$ cat config.mk
export PLATFORM = sky130hd
export DESIGN_NAME = stat_wr_filter
export DESIGN_NICKNAME = d
export VERILOG_FILES = /design/src/rtl/stat_wr_filter.sv
export SDC_FILE = /design/constraint.sdc
export NUM_CORES = 1
export LEC_CHECK = 0
export BUFFER_PORTS_ARGS = -buffer_cell sky130_fd_sc_hd__buf_2
export CAP_MARGIN = 20
export CORE_ASPECT_RATIO = 1.1
export CORE_UTILIZATION = 44
export CTS_CLUSTER_DIAMETER = 150
export DETAILED_ROUTE_END_ITERATION = 10
export GPL_ROUTABILITY_DRIVEN = 0
export MAX_ROUTING_LAYER = met4
export PLACE_DENSITY = 0.86
export SETUP_SLACK_MARGIN = 0.1
export SLEW_MARGIN = 10
export SYNTH_ARGS = -nofsm -noshare
export SYNTH_HDL_FRONTEND = slang
export SYNTH_SLANG_ARGS = --single-unit
$ cat constraint.sdc
create_clock -name clk -period 1.8 [get_ports clk]
set_clock_uncertainty 0.1 [all_clocks]
set_input_delay 0.36 -clock clk [delete_from_list [all_inputs] [get_ports clk]]
set_output_delay 0.36 -clock clk [all_outputs]
set_load 0.01 [all_outputs]
$ cat src/rtl/stat_wr_filter.sv
module stat_wr_filter (
  input  logic        clk,
  input  logic        rst_n,
  input  logic        wr_en,
  input  logic [31:0] wr_data,
  input  logic [31:0] wr_mask,
  input  logic        rev6_mode,
  input  logic        wide_mode,
  input  logic [7:0]  asid,
  output logic [31:0] status_q,
  output logic [31:0] thr_status_q,
  output logic        flush_req,
  output logic        status_upd
);
  localparam int KE = 7, SE = 6, UE = 5;
  localparam int PM_LO = 3, SRB = 20, NMIB = 19, MXB = 24;
  localparam int T_MX = 27, T_PM_LO = 11;

  logic [31:0] data_c, mask_c, next_st, next_thr;
  logic        seg_off;

  always_comb begin
    data_c = wr_data;
    if (wide_mode) begin
      data_c[SE] = wr_data[SE] & wr_data[KE];
      data_c[UE] = wr_data[UE] & data_c[SE];
    end
    mask_c = wr_mask;
    if (rev6_mode) begin
      if (wr_mask[PM_LO+1 -: 2] == 2'b11 && wr_data[PM_LO+1 -: 2] == 2'b11)
        mask_c[PM_LO+1 -: 2] = 2'b00;
      mask_c[SRB]  = wr_mask[SRB]  & ~wr_data[SRB];
      mask_c[NMIB] = wr_mask[NMIB] & ~wr_data[NMIB];
    end
  end

  assign next_st = (status_q & ~mask_c) | (data_c & mask_c);
  assign seg_off = wide_mode & |(status_q[KE:UE] & ~next_st[KE:UE]);

  always_comb begin
    next_thr = thr_status_q;
    next_thr[31:28] = next_st[31:28];
    next_thr[T_MX] = next_st[MXB];
    next_thr[T_PM_LO+1 -: 2] = next_st[PM_LO+1 -: 2];
    next_thr[7:0] = asid;
  end

  always_ff @(posedge clk) begin
    if (!rst_n) begin
      status_q     <= '0;
      thr_status_q <= '0;
      flush_req    <= 1'b0;
      status_upd   <= 1'b0;
    end else begin
      flush_req  <= wr_en & seg_off;
      status_upd <= wr_en;
      if (wr_en) begin
        status_q     <= next_st;
        thr_status_q <= next_thr;
      end
    end
  end
endmodule


Word level (Yosys, flattened, before mapping)
Index checks and enable logic that the tools add are counted.
{"block": "word_totals", "register_bits": 49, "input_bits": 77}
{"block": "classes", "bitwise_logic": 14, "eq_ne": 2, "muxes": 4, "n_reduce_logical": 2}
{"cell": "$and 32x32->32", "count": 2}
{"cell": "$not 32->32", "count": 1}
{"cell": "$or 32x32->32", "count": 1}
{"cell": "$mux 2", "count": 4}
{"cell": "$and 1x1->1", "count": 6}
{"cell": "$eq 2x2->1 const B", "count": 2}
{"cell": "$and 3x3->3", "count": 1}
{"cell": "$not 3->3", "count": 1}
{"cell": "$reduce_or 3->1", "count": 1}
{"cell": "$not 1->1", "count": 2}
{"cell": "$logic_and 1x1->1", "count": 1}

Longest topological paths before layout
{"block": "depth", "depth_word": 12, "depth_mapped": 6, "depth_no_buf": 3}

Worst setup path after synthesis
Ideal clock, no wire load.
{"block": "synth_path", "kind": "input-to-reg", "startpoint": "in wr_en", "endpoint": "reg (tool-made name)", "setup_time_ns": 0.119, "stages": 5, "path_buffers": 2, "arrival_ns": 0.922, "slack_ns": 0.659, "required_ns": 1.581, "path_cell_list": "buf_6 buf_6 nand2_1 nor2_1 o221a_2"}
{"item": "start: declaration", "line_no": "4", "rtl": "input logic wr_en,"}

==> summary.md <==
| Metric | Value |
|---|---|
| Cell Area, Synth | 1970 sq um |
| Setup bufs post-CTS | 0 |
| Largest net degree at the start of global routing | 70 |
| CTS tree | built |
| Setup violators final | 0 |
| Core ar. | 4290 sq um |
| Post-route setup TNS | 0 ns |
| Final worst path period share | 0.691 |
| Syn avg cell area | 8.61 sq um |
| Antenna cells | 0 |
| Most common flop cell mapped by yosys | dfxtp_1 |
| Largest delay share family, worst path | flip-flops |
| CP max stage cell | dfxtp_1 |
| Resized cells post-CTS | 0 |
| Final Hold Fails | 0 |
| Most frequent cell after synthesis | nand2_1 |
| Outcome | completed |
| Startpoint Class | register |
| P_int | around 1.4 mW |
| Crit path buf inv count | 1 |
| Hold Path Class | primary input to register |
| Syn-to-layout area delta | 29.7% |
| Gr usage total | 0.174 |
| Async SR Flop Fraction | 0 |
| Routed Antenna Nets | 0 |
| LEAKAGE | 1.33 nW |
| Initial antenna violation count | 0 |
| Worst ir drop on vdd | around 0.45 mV |
| Wire length per cell | 10.1 microns |
| Slew Limit Fails | 0 |
| Fmax | 804 MHz |
| # nets final | 421 |
| Post-DP HPWL | 3.08 mm |
| Global-route wire length before repair | 6.33 mm |
| Maxcap violations | 0 |
| Portion of total power attributed to the clock network | 0.291 |
| Number of synthesized flops with an enable pin | 0 |
| RSZ-0062 raised after global routing | false |
| Site Rows | 25 |
| Clock sinks | 42 |
| IO buf count | around 130 |
| Remaining DRCs | 0 |
| WL final | 4.03 mm |
| CTS Root Cell | clkbuf_8 |
| Register clock-pin slew on the reported worst setup and hold paths | 0.07 ns |
| Register bit total from synthesis | 42 |
| Sw frac | 0.249 |
| Most frequent cells after synthesis | nand2_1, dfxtp_1, buf_4, nand3_1, a21boi_1 |
| Share of cells above drive strength 1 | 0.401 |
| Num CTS Buffers | 5 |
| Seq pwr share | 0.535 |
| GRT Residual Overflow | 0 |
| Synth unique cells | 26 |
| Crit-path cells | buf_2 |
| Area contributors post-synth | dfxtp_1, nand2_1, buf_4 |
| Synth area leader | dfxtp_1 |
| Cells after Synth | 229 |
| Chip height | 72.2 microns |
| Initial DRC count | 57 |
| Comb power frac | 0.175 |
| PD cells | 730 nW/um^2 |
| Drt first pass iters | 4 |
| Worst-skew pair later-pin latency | roughly 0.28 ns |
| Register area share after synthesis | 0.427 |
| H-tree Lvls | 2 |
| DIE WIDTH | 65.8 microns |
| Clock tree buffer depth | 2 |
| Final min period | 1.24 ns |
| I/O pins | between 100 and 150 |
| Utilization after layout | 0.596 |
| Crit path kind | register to output port |
| Yosys warnings | 0 |
| CP max FO | 3 |
| Die area | 4750 sq um |
| Initial cell density of the core | 0.460 |
| Net switching power | 0.465 mW |
| Via Count | around 1800 |
| WP data arrival | 0.78 ns |
| Crit end category | output port |
| Slowest cell delay on critical path | between 0.3 and 0.4 ns |
| CP required | around 1.3 ns |
| Post-CTS Hold Buffers | 0 |
| Vias/cell | 4.62 |
| Area share of the largest cell type after synthesis | 0.427 |
| Vias in the first global route | 1545 |
cells by family (layout without fill, tap and decap cells):
family | after synthesis | in the layout | share of synthesized area
AND/OR/NAND/NOR | 102 | 102 | 0.230
flip-flops | 42 | 42 | 0.427
AO/OA/AOI/OAI | 39 | 39 | 0.153
buffers and inverters | 36 | 135 | 0.142
multiplexers | 9 | 9 | 0.0457
other | 1 | 17 | 0.00190
worst register-to-register path, cell delays in order, from the launching register on:
cell,delay [ns]
dfxtp_1,0.32
nand2_1,0.06
a21oi_1,0.04
o311a_1,0.34
layout make-up:
class	instances	area [sq um]
sequential	42	841
tap	54	67.6
clock buffer	7	76.3
timing repair buffer	128	661
fill	391	1730
multi-input combinational	167	910
stage by stage:
| step | hold WS [ns] | area (sq um) | power (mW) | setup slack (ns) | instances |
|---|---|---|---|---|---|
| after floorplan | 0.379 | 2030 | 1.23 | 0.659 | 245 |
| after global routing | 0.223 | 2550 | 1.98 | 0.493 | 398 |
| final | 0.237 | 2550 | 1.86 | 0.557 | 398 |
| after CTS | 0.224 | 2550 | 1.90 | 0.533 | 398 |
| after global placement | 0.337 | 2480 | 1.34 | 0.471 | 391 |
| after detailed placement | 0.345 | 2480 | 1.35 | 0.432 | 391 |
layout by cell type (no fill, tap or decap), types with 2 or more instances in the layout:
cell and count:
nor2b_1 11, nand3_1 25, a41oi_1 2, clkbuf_1 2
a31oi_1 2, a21boi_0 4, a21boi_1 23, nor2_1 4
clkbuf_8 5, buf_2 125, buf_4 2, mux2i_1 9
dfxtp_1 42, o221a_2 3, nand2_1 57, a21oi_1 2
conb_1 17
power by group through the flow:
stage	sequential, mW	clock [mW]	combinational, mW
2_1_floorplan	1.04	0	0.190
3_3_place_gp	1.02	0	0.321
3_5_place_dp	1.02	0	0.328
4_1_cts	0.998	0.569	0.329
5_1_grt	1.00	0.613	0.362
6_report	0.997	0.542	0.325
layer usage:
| metal | track usage | wire length (microns) |
|---|---|---|
| met5 | - | 0 |
| met3 | 0.0519 | 263 |
| met1 | 0.183 | 1710 |
| met4 | 0.0435 | 17 |
| met2 | 0.312 | 2040 |
path summary, 6_finish.rpt:
| kind | start | endpoint | slack (ns) | cells after the start |
|---|---|---|---|---|
| hold / removal | wide_mode | flush_req | 0.24 | 2 |
| hold reg to reg | register | register | 0.35 | 2 |
| setup / recovery | register | thr_status_q[12] | 0.56 | 1 |
| setup reg to reg | status_q[6] | flush_req | 0.83 | 3 |
Power figures use the tool's default switching activity.
